$ cat src/rtl/iqa_pkg.sv
package iqa_pkg;
  typedef enum logic {
    SLOT_I = 1'b0,
    SLOT_Q = 1'b1
  } iqa_slot_e;
endpackage

$ cat src/rtl/iqa_clkgen.sv
module iqa_clkgen #(
  parameter int DIV_W = 6
) (
  input  logic             clk,
  input  logic             rst_n,
  input  logic [DIV_W-1:0] div_ratio,
  input  logic             lock_qual,
  input  logic             pll_locked,
  output logic             tick_o
);
  logic [DIV_W-1:0] cnt_q, cnt_d;
  logic             wrap;
  logic             gate_open;

  always_comb begin
    wrap      = (cnt_q >= div_ratio);
    gate_open = !lock_qual || pll_locked;
    cnt_d     = wrap ? '0 : cnt_q + 1'b1;
    tick_o    = wrap && gate_open;
  end

  always_ff @(posedge clk or negedge rst_n) begin
    if (!rst_n) cnt_q <= '0;
    else        cnt_q <= cnt_d;
  end

  // a wrap is never followed by another wrap when the ratio is nonzero
  assert_tick_spacing_R1: assert property (@(posedge clk) disable iff (!rst_n)
    (wrap && div_ratio != '0 && $stable(div_ratio)) |=> !wrap);

  // the enable never leaks while the lock gate is closed
  assert_lock_gate_R2: assert property (@(posedge clk) disable iff (!rst_n)
    (lock_qual && !pll_locked) |-> !tick_o);
endmodule

$ cat src/rtl/iqa_demux.sv
module iqa_demux
  import iqa_pkg::*;
#(
  parameter int W = 14
) (
  input  logic         clk,
  input  logic         rst_n,
  input  logic         tick,
  input  logic         tx_en,
  input  logic         mode_quad,
  input  logic [W-1:0] din,
  output logic         vld_n,
  output logic [W-1:0] i_n,
  output logic [W-1:0] q_n,
  output logic         err_n
);
  iqa_slot_e    slot_q, slot_d;
  logic         fl_q, fl_d;
  logic [W-1:0] hold_q, hold_d;

  always_comb begin
    slot_d = slot_q;
    fl_d   = fl_q;
    hold_d = hold_q;
    vld_n  = 1'b0;
    i_n    = '0;
    q_n    = '0;
    err_n  = 1'b0;
    if (!tx_en) begin
      err_n  = (slot_q == SLOT_Q);
      slot_d = SLOT_I;
      hold_d = '0;
      if (mode_quad) begin
        if (tick) begin
          fl_d  = ~fl_q;
          vld_n = fl_q;
        end
      end else begin
        fl_d  = 1'b0;
        vld_n = tick;
      end
    end else begin
      fl_d = 1'b0;
      if (tick) begin
        if (!mode_quad) begin
          vld_n  = 1'b1;
          i_n    = din;
          slot_d = SLOT_I;
        end else if (slot_q == SLOT_I) begin
          hold_d = din;
          slot_d = SLOT_Q;
        end else begin
          vld_n  = 1'b1;
          i_n    = hold_q;
          q_n    = din;
          slot_d = SLOT_I;
        end
      end
    end
  end

  always_ff @(posedge clk or negedge rst_n) begin
    if (!rst_n) begin
      slot_q <= SLOT_I;
      fl_q   <= 1'b0;
      hold_q <= '0;
    end else begin
      slot_q <= slot_d;
      fl_q   <= fl_d;
      hold_q <= hold_d;
    end
  end

  // a window always opens on the I slot
  assert_first_is_i_R4: assert property (@(posedge clk) disable iff (!rst_n)
    $rose(tx_en) |-> (slot_q == SLOT_I));

  // nothing but zeros leaves while disabled
  assert_flush_zero_R6: assert property (@(posedge clk) disable iff (!rst_n)
    (vld_n && !tx_en) |-> (i_n == '0 && q_n == '0));

  // the Q path is silent in interpolating mode
  assert_interp_q_zero_R5: assert property (@(posedge clk) disable iff (!rst_n)
    (vld_n && !mode_quad) |-> (q_n == '0));
endmodule

$ cat src/rtl/iqa_out_reg.sv
module iqa_out_reg #(
  parameter int W = 14
) (
  input  logic         clk,
  input  logic         rst_n,
  input  logic         vld_n,
  input  logic [W-1:0] i_n,
  input  logic [W-1:0] q_n,
  input  logic         err_n,
  output logic         vld_o,
  output logic [W-1:0] i_o,
  output logic [W-1:0] q_o,
  output logic         err_o
);
  logic         load_en;
  logic [W-1:0] i_d, q_d;

  always_comb begin
    load_en = vld_n;
    i_d     = load_en ? i_n : i_o;
    q_d     = load_en ? q_n : q_o;
  end

  always_ff @(posedge clk or negedge rst_n) begin
    if (!rst_n) begin
      vld_o <= 1'b0;
      err_o <= 1'b0;
      i_o   <= '0;
      q_o   <= '0;
    end else begin
      vld_o <= vld_n;
      err_o <= err_n;
      i_o   <= i_d;
      q_o   <= q_d;
    end
  end

  // pair fields hold without a strobe
  assert_hold_R8: assert property (@(posedge clk) disable iff (!rst_n)
    !vld_o |-> ($stable(i_o) && $stable(q_o)));
endmodule

$ cat src/rtl/iq_input_assembler.sv
module iq_input_assembler #(
  parameter int W     = 14,
  parameter int DIV_W = 6
) (
  input  logic             clk,
  input  logic             rst_n,
  input  logic [DIV_W-1:0] div_ratio,
  input  logic             lock_qual,
  input  logic             pll_locked,
  input  logic             mode_quad,
  input  logic             tx_en,
  input  logic [W-1:0]     din,
  output logic             dclk_en,
  output logic [W-1:0]     pair_i,
  output logic [W-1:0]     pair_q,
  output logic             pair_vld,
  output logic             pair_err
);
  localparam int SYNC_STAGES = 2;

  logic [SYNC_STAGES-1:0] rst_pipe;
  logic                   rst_n_s;
  logic                   tick;
  logic                   vld_n, err_n;
  logic [W-1:0]           i_n, q_n;

  always_ff @(posedge clk or negedge rst_n) begin
    if (!rst_n) rst_pipe <= '0;
    else        rst_pipe <= {rst_pipe[SYNC_STAGES-2:0], 1'b1};
  end
  assign rst_n_s = rst_pipe[SYNC_STAGES-1];

  iqa_clkgen #(.DIV_W(DIV_W)) u_clkgen (
    .clk        (clk),
    .rst_n      (rst_n_s),
    .div_ratio  (div_ratio),
    .lock_qual  (lock_qual),
    .pll_locked (pll_locked),
    .tick_o     (tick)
  );

  iqa_demux #(.W(W)) u_demux (
    .clk       (clk),
    .rst_n     (rst_n_s),
    .tick      (tick),
    .tx_en     (tx_en),
    .mode_quad (mode_quad),
    .din       (din),
    .vld_n     (vld_n),
    .i_n       (i_n),
    .q_n       (q_n),
    .err_n     (err_n)
  );

  iqa_out_reg #(.W(W)) u_out (
    .clk   (clk),
    .rst_n (rst_n_s),
    .vld_n (vld_n),
    .i_n   (i_n),
    .q_n   (q_n),
    .err_n (err_n),
    .vld_o (pair_vld),
    .i_o   (pair_i),
    .q_o   (pair_q),
    .err_o (pair_err)
  );

  assign dclk_en = tick;

  // the strobe is one cycle wide
  assert_strobe_width_R3: assert property (@(posedge clk) disable iff (!rst_n_s)
    pair_vld |=> !pair_vld);

  // the error flag lasts a single cycle
  assert_err_pulse_R7: assert property (@(posedge clk) disable iff (!rst_n_s)
    pair_err |=> !pair_err);
endmodule

$ cat config.mk
export PLATFORM = sky130hd
export DESIGN_NAME = iq_input_assembler
export DESIGN_NICKNAME = d
export VERILOG_FILES = /design/src/rtl/iqa_pkg.sv /design/src/rtl/iqa_clkgen.sv /design/src/rtl/iqa_demux.sv /design/src/rtl/iqa_out_reg.sv /design/src/rtl/iq_input_assembler.sv
export SDC_FILE = /design/constraint.sdc
export NUM_CORES = 1
export LEC_CHECK = 0
export BUFFER_PORTS_ARGS = -buffer_cell sky130_fd_sc_hd__buf_2
export CORE_ASPECT_RATIO = 1.4
export CORE_UTILIZATION = 40
export DETAILED_ROUTE_END_ITERATION = 8
export GPL_ROUTABILITY_DRIVEN = 0
export PLACE_DENSITY = 0.67
export SLEW_MARGIN = 20
export SYNTH_ARGS = -nofsm -noshare
export SYNTH_HDL_FRONTEND = slang
export SYNTH_SLANG_ARGS = --single-unit
$ cat constraint.sdc
create_clock -name clk -period 2.21 [get_ports clk]
set_input_delay 0.442 -clock clk [delete_from_list [all_inputs] [get_ports clk]]
set_output_delay 0.442 -clock clk [all_outputs]
set_load 0.005 [all_outputs]
==> After elaboration in Yosys (flattened, before gate mapping) <==
Cells that the tools add are included.
{ "totals": {"regBits": 54, "output_inout_bits": 31, "wordCells": 47, "input_bits": 26} }
{ "op_classes": {"n_eq_ne": 4, "n_lt_le_gt_ge": 1, "muxes": 27, "reduce_logical": 4, "addsub": 1, "bitwise": 1} }
{ "ops": {"columns": ["cell", "n"], "rows": [
  ["14-bit 2-to-1 mux", 12],
  ["1-bit 2-to-1 mux", 14],
  ["6-bit by 1-bit adder with 6-bit output, second input constant", 1],
  ["6-bit greater-or-equal comparator", 1],
  ["6-bit 2-to-1 mux", 1],
  ["2-bit inequality test, second input constant", 2],
  ["3-bit by 1-bit inequality test with 1-bit output, second input constant", 1],
  ["3-bit AND reduction", 1],
  ["2-bit by 1-bit inequality test with 1-bit output, second input constant", 1],
  ["1-bit logical AND", 1],
  ["1-bit zero test", 1],
  ["1-bit logical OR", 1],
  ["1-bit inverter", 1]
]} }

==> Longest topological paths before layout <==
Gate-level depths: netlist of the first run.
{ "depth": {"ltp_word": 6, "depth_mapped": 9, "mapped_depth_nobuf": 7} }

==> Cells and area by module <==
From an unflattened synthesis of the first run, not the netlist that was laid out.
{ "unflattened": {"hier_cells": 244, "area_unflattened_um2": 2783.9} }
{ "by_module_without_submodules": {"columns": ["mod", "area_per_inst_um2", "seq_area_each_um2", "cells_each", "instances"], "rows": [
  ["iqa_out_reg", 1192.4, 750.7, 61, 1],
  ["iqa_demux", 1112.3, 400.4, 137, 1],
  ["iqa_clkgen", 425.4, 150.1, 43, 1],
  ["iq_input_assembler", 53.8, 50.0, 3, 1]
]} }

==> Least setup slack after synthesis of the first run <==
No wires, ideal clock.
{ "synth_timing": {"path_type": "input to register", "startpoint": "in div_ratio[5]", "endpoint": "reg u_demux.hold_q[10]", "required_ns": 2.131, "arrival_time_ns": 1.961, "path_stages": 9, "slack_ns": 0.170, "path_buffers": 2, "cell_sequence": "inv_1 ha_1 nand2_1 or3_1 o211ai_4 and3b_1 buf_6 buf_12 mux2i_1"} }
{ "synth_between": {"elab_chain_len": 4} }
{ "synth_lines": {"columns": ["item", "line_no", "text"], "rows": [
  ["from (decl)", "iq_input_assembler.sv:7", "input logic [DIV_W-1:0] div_ratio,"],
  ["6-bit greater-or-equal comparator", "iqa_clkgen.sv:16", "wrap = (cnt_q >= div_ratio);"],
  ["1-bit logical AND", "iqa_clkgen.sv:19", "tick_o = wrap && gate_open;"],
  ["net dclk_en", "iq_input_assembler.sv:13", "output logic dclk_en,"],
  ["2-bit by 1-bit inequality test with 1-bit output (no line)", null, null],
  ["3-bit AND reduction (no line)", null, null],
  ["to (signal assigned)", "iqa_demux.sv:70", "hold_q <= hold_d;"],
  ["to (decl)", "iqa_demux.sv:19", "logic [W-1:0] hold_q, hold_d;"]
]} }
The timed path passes the listed nets, and every way through them passes these cells.
A chain may end at the register's enable or synchronous reset.

==> Worst setup path after layout of the first run <==
{ "layout_timing": {"startpoint": "reg u_clkgen.cnt_q[5]", "endpoint": "out dclk_en"} }
{ "layout_between": {"elab_chain_len": 2} }
{ "layout_lines": {"columns": ["item", "line_no", "text"], "rows": [
  ["from (decl)", "iqa_clkgen.sv:11", "logic [DIV_W-1:0] cnt_q, cnt_d;"],
  ["from (signal assigned)", "iqa_clkgen.sv:24", "else cnt_q <= cnt_d;"],
  ["6-bit greater-or-equal comparator", "iqa_clkgen.sv:16", null],
  ["1-bit logical AND", "iqa_clkgen.sv:19", null],
  ["to (decl)", "iq_input_assembler.sv:13", null]
]} }
No other way between the ends.

==> out/results.ini, run 1 <==
[clocking]
cts.clk_slew.worst_paths_ps=100
cts_made_buffers=5
clkSinkCount=54
clk_path_buf_depth=2
cts_root_buf=clkbuf_8
cts_tree=done
h-tree-depth=2
insertion_delay_ps=310

[yosys]
synth-async-reset-ratio_pct=100
synth_top_family_by_area=simple AND/OR/NAND/NOR gates
synthMuxAreaShare_pct=16.5
synth_area_leaders=dfrtp_1 50%, mux2i_1 11%, nor2b_1 6.5%
synth_ff_type=dfrtp_1
synth_cell_types=33
synth-simple-area-share_pct=17.2
synth_compound_area_share_pct=4.61
netlist_top_cells_count=54 x dfrtp_1, 45 x nand2_1, 29 x mux2i_1, 28 x nor2b_1, 22 x inv_1
ys_ff_latch=54
synth.yosys.seq_area_share_pct=49.8
synth_most_common_cell=dfrtp_1
syn_area_sq_mm=0.00271
avgSynthCellArea_sq_um=10.4
synth_top_cell_area_share_pct=49.8
synth_edf_count=0
synth_nets=295
synth_largest_area_cell=dfrtp_1
ys_warn_count=0
netlist_instances=262
synth_fa_ha_area_share_pct=3.23
synth-xor-area-share_pct=1.61

[sta]
holdWs_ps=259
worstMarginPinSlew_ps=573
finalCritPeriodShare_pct=98.2
fmax_mhz=461
clock_skew_ps=11.3
setup_tns_ps=0
maxSlewViolCount=0
finalHoldViolations=0
period_minus_slack_ps=2170
relSlewSlack_pct=61.8
setup_viol=0

[setup_path]
cp.required_ps=1770
r2r-end=u_demux.hold_q[6]
cp-startpoint=u_clkgen.cnt_q[5]
path_buf_inv=1
r2r_slack_ps=110
crit_slowest_cell=dfrtp_1
r2r-start=u_clkgen.cnt_q[5]
path_class=flop to output pin
crit_path_end_kind=output pin
r2r_cells=8
crit_path_start_kind=flop
critPathMaxFanout=3
crit_chain=ha_4, nand4_1, or2_1, o211ai_4, buf_2
critPathTopFamily=flip-flops
cpPeakStageDelay_ps=430
crit_arrival_ps=1730

[floorplan]
die-height_um=99.5
rows=35
die_x_um=71.6
core_sq_mm=0.00657
die_area_sq_mm=0.00712
start_util_pct=41.3
boundaryPins=57

[pwr]
p_per_area_mw_per_mm2=979
p_leak_nw=1.71
ir_worst_vdd_uv=590

[cells_and_area]
final_cell_area_sq_mm=0.00330
nets=360
final_core_util_pct=50.2
num_antenna_cells=0
area_growth_pct=21.6
drive_gt1_share_pct=31.1

[outcome]
outcome=complete, no violations

[routing]
drtIter0Drc=122
wirelength_um=5450
post_drt_wl_per_cell_um=13.5
ant_nets=0
drc=0
drt_pass1_iterations=4
vias=1952
viasPerCell=4.86

[worst_hold_path]
min_path_type=flop to asynchronous set/reset pin

[global_routing]
grt_overflow=0
grt_max_degree=46
grt_pass1_vias=1849
grt_pass1_wl_um=8640
antenna_found_initial=0
track_usage_pct=15.7

[placement]
port-buffer-count=56
hpwl_um=3910
post_dp_cell_area_sq_mm=0.00312

[run]
drv_cap=0

[registers in the layout (all words and copies together) (netlist names)]
name / cells
u_demux.hold_q: 14
u_out.i_o: 14
u_out.q_o: 14
u_clkgen.cnt_q: 6
rst_pipe: 2
u_demux.fl_q: 1
u_demux.slot_q: 1
u_out.err_o: 1
u_out.vld_o: 1
[report_power, final]
group          switching [mW]  internal, mW  leakage (nW)
Clock                   0.325         0.253        0.0472
Sequential              0.179          1.30         0.727
Combinational           0.528         0.647         0.933
[cell families after synthesis]
logic type | count (synthesis)
AND/OR/NAND/NOR | 95
flip-flops | 54
multiplexers | 43
buffers and inverters | 37
AO/OA/AOI/OAI | 20
adder cells (fa/ha/maj) | 7
XOR/XNOR | 5
other | 1
[worst max-delay path by stage]
| stage | endpoint | slack, ps | cells past startpoint |
|---|---|---|---|
| 2_1_floorplan | u_demux.hold_q[10] | 170 | 9 |
| 3_3_place_gp | u_out.i_o[9] | 70 | 9 |
| 3_5_place_dp | u_out.i_o[9] | 30 | 9 |
| 4_1_cts | dclk_en | 9 | 5 |
| 5_1_grt | dclk_en | -9 | 5 |
| 6_report | dclk_en | 40 | 5 |
[worst reg2reg max path, stage by stage (launching register included)]
cell	delay, ps
dfrtp_1	430
ha_4	290
nand4_1	110
or2_1	280
o211ai_4	180
buf_4	160
and3b_1	230
buf_12	160
mux2i_1	200
[per-layer routing]
metal | vias to the layer above | wire length, um | global-route usage (%)
met4 | 0 | 96 | 5.58
met5 | - | 0 | 0
met1 | 931 | 2260 | 18.2
met3 | 7 | 246 | 3.44
met2 | 50 | 2840 | 28.1
li1 | 964 | - | -
[layout by cell type, fill, tap and decap left out, drive strengths merged, types with 2 or more instances in the layout]
cell type  count
nand2         46
or2            2
dfrtp         54
nor2           7
a21oi         16
buf           72
mux2i         29
nand3          3
nor2b         28
xnor2          3
xor2           2
mux2          14
inv           22
ha             7
clkbuf         6
nand2b         2
[final cells by class]
| class | instances | area, sq um |
|---|---|---|
| multi-input cells | 171 | 1220 |
| fillers | 616 | 3270 |
| inverters | 22 | 82.6 |
| clock buffers | 6 | 82.6 |
| flip-flops and latches | 54 | 1350 |
| clock inverters | 2 | 12.5 |
| well taps | 74 | 92.6 |
| repair buffers | 73 | 460 |
[stage by stage]
stage / power (mW) / setup slack, ps / std cells
floorplan: 2.16 / 170 / 262
global placement: 2.58 / 67.1 / 388
detailed placement: 2.62 / 25.3 / 388
CTS: 3.23 / 8.99 / 400
global route: 3.46 / -8.92 / 402
finish: 3.23 / 40.2 / 402
[repair_timing]
item	in CTS	in global routing
hold buffers	1	0
gates resized for setup	0	4
setup buffers	3	2
cloned	0	0
pin swaps	1	2
setup endpoints to repair	1	8
hold endpoints to repair	2	0
(Power assumes the default switching activity.)
==> run 2: changes to the inputs <==
--- a/config.mk
+++ b/config.mk
@@ -14,4 +14,5 @@
 export SLEW_MARGIN = 20
 export SYNTH_ARGS = -nofsm -noshare
 export SYNTH_HDL_FRONTEND = slang
+export SYNTH_HIERARCHICAL = 1
 export SYNTH_SLANG_ARGS = --single-unit
==> constraint.sdc (replaced) <==
create_clock -name clk -period 2 [get_ports clk]
set_input_delay 0.4 -clock clk [delete_from_list [all_inputs] [get_ports clk]]
set_output_delay 0.4 -clock clk [all_outputs]
set_load 0.005 [all_outputs]
==> run 2 against run 1 <==
Effect of this change: the run now ends with setup timing left; register-to-register slack worse by 320 ps; global-route usage up 1.4 points; clock skew fell by 2.6 ps; synthesized cell count fell by 6.9%; area after synthesis up 2.6%; sequential power shrank 11%; critical endpoint is now u_out/i_o[3]; largest cell class is now multi-input gates.
==> out/results.ini, run 2 <==
[global_routing]
antenna_found_initial=0  ; unchanged
grt_max_degree=53  ; +15%
grt_pass1_vias=1998  ; +8.1%
grt_pass1_wl_um=9520  ; +10%
grt_overflow=0  ; unchanged
track_usage_pct=17.1  ; +1.4 points

[floorplan]
boundaryPins=57  ; unchanged
core_sq_mm=0.00666  ; +1.3%
die-height_um=101  ; +1.3%
rows=35  ; unchanged
die_x_um=72.5  ; +1.2%
die_area_sq_mm=0.00730  ; +2.5%
start_util_pct=41.8  ; +0.51 points

[sta]
setup_viol=44  ; +44
finalHoldViolations=0  ; unchanged
rsz0062_at_grt=yes
maxSlewViolCount=0  ; unchanged
finalCritPeriodShare_pct=110
clock_skew_ps=8.64  ; -2.64 ps
setup_tns_ps=-7060  ; -7060 ps
period_minus_slack_ps=2210
fin_ws_ps=-210  ; -250 ps
fmax_mhz=453

[clocking]
cts_made_buffers=5  ; unchanged
insertion_delay_ps=320  ; about the same
cts_tree=done
cts_root_buf=clkbuf_8
cts.clk_slew.worst_paths_ps=100  ; about the same
clkSinkCount=54  ; unchanged
h-tree-depth=2  ; unchanged
clk_path_buf_depth=2  ; unchanged

[yosys]
synth_largest_area_cell=dfrtp_1
synth_most_common_cell=dfrtp_1
synth_nets=277  ; -6.1%
synth_ff_type=dfrtp_1
netlist_top_cells_count=54 x dfrtp_1, 31 x nand2_1, 20 x mux2_4, 16 x a21oi_1
avgSynthCellArea_sq_um=11.4  ; +10%
synth_top_cell_area_share_pct=48.5  ; -1.3 points
ys_ff_latch=54  ; unchanged
synth.yosys.seq_area_share_pct=48.5  ; -1.3 points
synth_cell_types=33  ; unchanged
synth-async-reset-ratio_pct=100  ; unchanged
synth_edf_count=0  ; unchanged
syn_area_sq_mm=0.00278  ; +2.6%
netlist_instances=244  ; -6.9%
synth_area_leaders=dfrtp_1 49%, mux2_4 11%, mux2i_1 5.4%
ys_warn_count=6  ; +6

[cells_and_area]
reg_top3=u_demux/hold_q (14), u_out/i_o (14), u_out/q_o (14)
num-fill-cells=627  ; +1.8%
layout_common_cells=55 x buf_2, 53 x dfrtp_1, 30 x nand2_1, 25 x mux2_4
layout.area.seq_sq_mm=0.00135  ; unchanged
drive_gt1_share_pct=42.5  ; +11 points
final_cells=407  ; +1.2%
final_core_util_pct=53.3  ; +3.0 points
area_growth_pct=27.4
num_antenna_cells=0  ; unchanged
nets=347  ; -3.6%
layout_commonest_cell=buf_2
multi_input_area_sq_mm=0.00142  ; +16%

[setup_path]
r2r_slack_ps=-210  ; -320 ps
path_buf_inv=2  ; +1
cp_common_cell=a21boi_4
critPathTopFamily=compound AO/OA/AOI/OAI gates
crit_chain=inv_1, ha_1, nand2b_4, a21oi_4, o221ai_4, a21boi_4, a21boi_4, buf_12, mux2_2
cpPeakStageDelay_ps=360  ; -70 ps
crit_path_start_kind=flop
crit_path_end_kind=flop
path_class=flop to flop
cp.required_ps=2210  ; +440 ps
crit_arrival_ps=2420  ; +690 ps
critPathMaxFanout=20  ; +17
crit_slowest_cell=dfrtp_1

[pwr]
ir_worst_vdd_uv=359  ; -39%
p_sw_share_pct=32.0  ; +0.094 points
p_int_mw=2.09  ; -5.1%
pwr-share-comb_pct=36.9  ; +0.5 points
clkPwrFrac_pct=20.5  ; +2.6 points
power_frac_seq_pct=42.6  ; -3.2 points
power.switching_mw=0.983  ; -4.7%
p_leak_nw=1.72  ; +1.0%
power_mw=3.07  ; -5.0%
p_per_area_mw_per_mm2=865  ; -12%

[worst_hold_path]
min_path_type=flop to asynchronous set/reset pin

[run]
drv_cap=0  ; unchanged

[routing]
viasPerCell=4.83  ; -0.57%
ant_nets=0  ; unchanged
vias=1965  ; +0.67%
post_drt_wl_per_cell_um=14.1  ; +4.1%
drc=0  ; unchanged
drt_pass1_iterations=4  ; unchanged
drtIter0Drc=77  ; -37%
wirelength_um=5740  ; +5.4%

[outcome]
violations=setup timing
outcome=finished with violations

[placement]
dp.cells=394  ; +1.5%
hpwl_um=3940  ; +0.76%
port-buffer-count=56  ; unchanged

==> run 2: cell types whose count changed in the layout (fill, tap and decap cells not counted), moves of 13 or more <==
cell     delta
and2_1     +13
inv_1      -16
mux2_4     +25
mux2i_1    -14
nand2_1    -15
nor2b_1    -26
==> run 2: per-stage QoR <==
step / hold WS [ps] / setup WS [ps] / instance area, sq um
after CTS: 272 / -231 / 3520
after global placement: 184 / -301 / 3320
after detailed placement: 190 / -344 / 3320
after global routing: 295 / -314 / 3550
after floorplan: 104 / -281 / 2860
final: 250 / -210 / 3550
==> run 2: final cells by class <==
cell class | count | share of cell area [%]
Clock buffer | 5 | 1.94
Timing Repair Buffer | 79 | 15.3
Sequential cell | 54 | 38.1
Inverter | 8 | 0.847
Multi-Input combinational cell | 166 | 39.9
Tap cell | 92 | 3.25
Clock inverter | 3 | 0.600
==> run 2: routing by layer <==
layer  global-route usage [%]  part of all wire (%)  up-vias
li1                         -                     -      950
met1                     21.2                    46      969
met2                     29.3                    50       39
met3                     2.70                   2.4        7
met4                     7.24                   1.8        0
met5                        0                     0        -
==> run 2: logic make-up after synthesis <==
family | count (synthesis) | synth area share [%]
AOI/OAI and AO/OA | 21 | 4.94
muxes | 43 | 19.4
and+or+nand+nor | 89 | 16.6
adders and majority gates | 7 | 3.15
buffers and inverters | 24 | 5.66
other | 1 | 0.135
DFF | 54 | 48.5
xor gates and xnor gates | 5 | 1.57
==> run 2: what timing repair did <==
item / CTS / global route
hold endpoints to repair: 2 / 0
pin swaps: 2 / 2
hold buffers: 1 / 0
gates resized for setup: 16 / 6
endpoints found under the setup margin: 44 / 45
gates cloned: 1 / 0
setup buffers: 2 / 1
==> run 2: final timing paths <==
kind	from	endpoint	cells past startpoint
hold / removal	rst_pipe[1]	u_out/i_o[11]	1
setup / recovery	u_clkgen/cnt_q[0]	u_out/i_o[3]	9
hold reg to reg	rst_pipe[1]	u_out/i_o[11]	1
setup reg to reg	u_clkgen/cnt_q[0]	u_out/i_o[3]	9
max in group asynchronous	rst_pipe[1]	u_demux/fl_q	1
min in group clk	din[4]	u_demux/hold_q[4]	3
==> run 2: worst register-to-register path: stages, from the launching register on <==
cell and delay (ps):
dfrtp_1 360, inv_1 50, ha_1 260, nand2b_4 120
a21oi_4 50, o221ai_4 200, a21boi_4 230, a21boi_4 260
buf_12 220, mux2_2 360
==> run 2: power by group through the flow <==
stage / Sequential, mW / Combinational [mW] / Clock (mW)
after floorplan: 1.35 / 0.643 / 0
after global placement: 1.32 / 0.957 / 0
after detailed placement: 1.33 / 0.979 / 0
after CTS: 1.31 / 1.12 / 0.649
after global routing: 1.32 / 1.23 / 0.691
final: 1.31 / 1.13 / 0.628
==> run 3: changes to the inputs <==
--- a/config.mk
+++ b/config.mk
@@ -6,11 +6,10 @@
 export NUM_CORES = 1
 export LEC_CHECK = 0
 export BUFFER_PORTS_ARGS = -buffer_cell sky130_fd_sc_hd__buf_2
-export CORE_ASPECT_RATIO = 1.4
 export CORE_UTILIZATION = 40
 export DETAILED_ROUTE_END_ITERATION = 8
 export GPL_ROUTABILITY_DRIVEN = 0
-export PLACE_DENSITY = 0.67
+export PLACE_DENSITY = 0.64
 export SLEW_MARGIN = 20
 export SYNTH_ARGS = -nofsm -noshare
 export SYNTH_HDL_FRONTEND = slang
==> constraint.sdc (replaced) <==
create_clock -name clk -period 2.7 [get_ports clk]
set_input_delay 0.54 -clock clk [delete_from_list [all_inputs] [get_ports clk]]
set_output_delay 0.54 -clock clk [all_outputs]
set_load 0.005 [all_outputs]
==> run 3 against run 2 <==
Effect of this change: the flow now finishes without violations; final area down 7.7%; worst hold slack better by 110 ps; via count down 6.4%; highest routed layer unchanged; core utilization down 4.8 points; critical path type is now flop to output pin; clock power down 16%; count of clock-buffer cells in the layout unchanged; total power down 32%; cell count down 5.7%; setup slack better by 430 ps; critical path depth down 1; clock skew about the same; combinational power down 48%.
==> out/results.ini, run 3 (synthesis results as in run 2) <==
[global_routing]
antenna_found_initial=0  ; unchanged
track_usage_pct=15.6  ; -1.6 points
grt_overflow=0  ; unchanged
grt_max_degree=53  ; unchanged
grt_pass1_vias=1880  ; -5.9%
grt_pass1_wl_um=8960  ; -5.9%

[sta]
period_minus_slack_ps=2480
rsz0062_at_grt=no
finalCritPeriodShare_pct=91.9
maxSlewViolCount=0  ; unchanged
setup_viol=0  ; -100%
finalHoldViolations=0  ; unchanged
relSlewSlack_pct=56.2
fmax_mhz=403
setup_tns_ps=0  ; +7060 ps
worstMarginPinSlew_ps=657
clock_skew_ps=8.18  ; -0.465 ps

[routing]
drc=0  ; unchanged
drtIter0Drc=143  ; +86%
post_drt_wl_per_cell_um=13.6  ; -3.6%
viasPerCell=4.79  ; -0.75%
ant_nets=0  ; unchanged
wirelength_um=5220  ; -9.0%
drt_pass1_iterations=4  ; unchanged
vias=1840  ; -6.4%

[cells_and_area]
final_cell_area_sq_mm=0.00328  ; -7.7%
final_core_util_pct=48.5  ; -4.8 points
layout_common_cells=56 x buf_2, 53 x dfrtp_1, 31 x nand2_1, 20 x mux2_4, 16 x a21oi_1
reg_top3=u_demux/hold_q (14), u_out/i_o (14), u_out/q_o (14)
layout_commonest_cell=buf_2
num_antenna_cells=0  ; unchanged
nets=336  ; -3.2%
drive_gt1_share_pct=35.9  ; -6.7 points
area_growth_pct=17.7

[floorplan]
boundaryPins=57  ; unchanged
die-height_um=85.4  ; -15%
core_sq_mm=0.00676  ; +1.5%
start_util_pct=41.2  ; -0.62 points
die_area_sq_mm=0.00730  ; about the same
rows=30  ; -14%
die_x_um=85.4  ; +18%

[worst_hold_path]
hold_depth=0
min_path_type=flop to flop

[clocking]
clk_path_buf_depth=2  ; unchanged
insertion_delay_ps=300  ; -20 ps
cts.clk_slew.worst_paths_ps=90  ; about the same
post_cts_resized=0  ; -16
clkSinkCount=54  ; unchanged
cts_root_buf=clkbuf_8
cts_made_buffers=5  ; unchanged
post_cts_buffers=0  ; -2
cts_tree=done
h-tree-depth=2  ; unchanged

[outcome]
outcome=complete, no violations

[setup_path]
critPathMaxFanout=6  ; -70%
crit_path_end_kind=output pin
r2r_slack_ps=260  ; +470 ps
cp.required_ps=2160  ; -50 ps
crit_path_start_kind=flop
r2r_cells=10  ; +1
crit_arrival_ps=1940  ; -480 ps
path_class=flop to output pin

[run]
drv_cap=0  ; unchanged

[placement]
hpwl_um=3660  ; -7.0%
port-buffer-count=56  ; unchanged
post_dp_cell_area_sq_mm=0.00316  ; -4.9%

[pwr]
p_per_area_mw_per_mm2=638  ; -26%
ir_worst_vdd_uv=259  ; -28%
p_leak_nw=1.64  ; -4.7%

-- run 3: changes by cell type in the layout (fill, tap and decap cells not counted), moves of 3 or more --
cell    delta
ha_1       +4
buf_4      -3
buf_6      -6
mux2_4     -5
mux2_2     +5
ha_4       -4
buf_12     -3
-- run 3: critical path: stages (launching register included) --
cell and delay [ps]:
dfrtp_1 410, inv_1 60, ha_1 260, nand2b_1 150, a21oi_2 190, o221ai_4 130
a21boi_1 160, buf_4 160, buf_2 130
-- run 3: area by class of cell --
type	count	area [sq um]
Fill cell	636	3480
Sequential cell	54	1350
Multi-Input combinational cell	166	1290
Timing Repair Buffer	68	398
Tap cell	80	100
Clock buffer	5	68.8
Clock inverter	3	40.0
Inverter	8	30.0
-- run 3: power by group --
group | switching, mW | leakage (nW) | internal, mW
Clock | 0.256 | 0.0579 | 0.273
Combinational | 0.297 | 0.846 | 0.292
Sequential | 0.0679 | 0.739 | 0.902
Total | 0.621 | 1.64 | 1.47
-- run 3: per-layer routing --
metal / wire length [um] / GRT usage, %
met1: 2600 / 22.1
met2: 2410 / 24.7
met3: 167 / 2.72
met4: 32 / 4.09
met5: 0 / 0
-- run 3: path summary, 6_finish.rpt --
check | start | endpoint
setup / recovery | u_clkgen/cnt_q[0] | dclk_en
hold / removal | rst_pipe[0] | rst_pipe[1]
setup reg to reg | u_clkgen/cnt_q[0] | u_out/q_o[13]
hold reg to reg | rst_pipe[0] | rst_pipe[1]
max in group asynchronous | rst_pipe[1] | u_demux/hold_q[0]
min in group asynchronous | rst_pipe[1] | u_out/i_o[1]
-- run 3: timing repair --
action / 4_1_cts / 5_1_grt
hold buffers: 1 / 0
endpoints found under the setup margin: 0 / 0
endpoints found under the hold margin: 2 / 0
-- run 3: per-stage QoR --
| stage | setup slack [ps] | cells | hold WS [ps] | power (mW) |
|---|---|---|---|---|
| after floorplan | 2.13 | 244 | 244 | 1.42 |
| after global placement | 80.5 | 375 | 325 | 1.57 |
| after detailed placement | 47.6 | 375 | 327 | 1.59 |
| after CTS | 167 | 384 | 368 | 2.12 |
| after global routing | 33.4 | 384 | 381 | 2.23 |
| final | 219 | 384 | 365 | 2.09 |
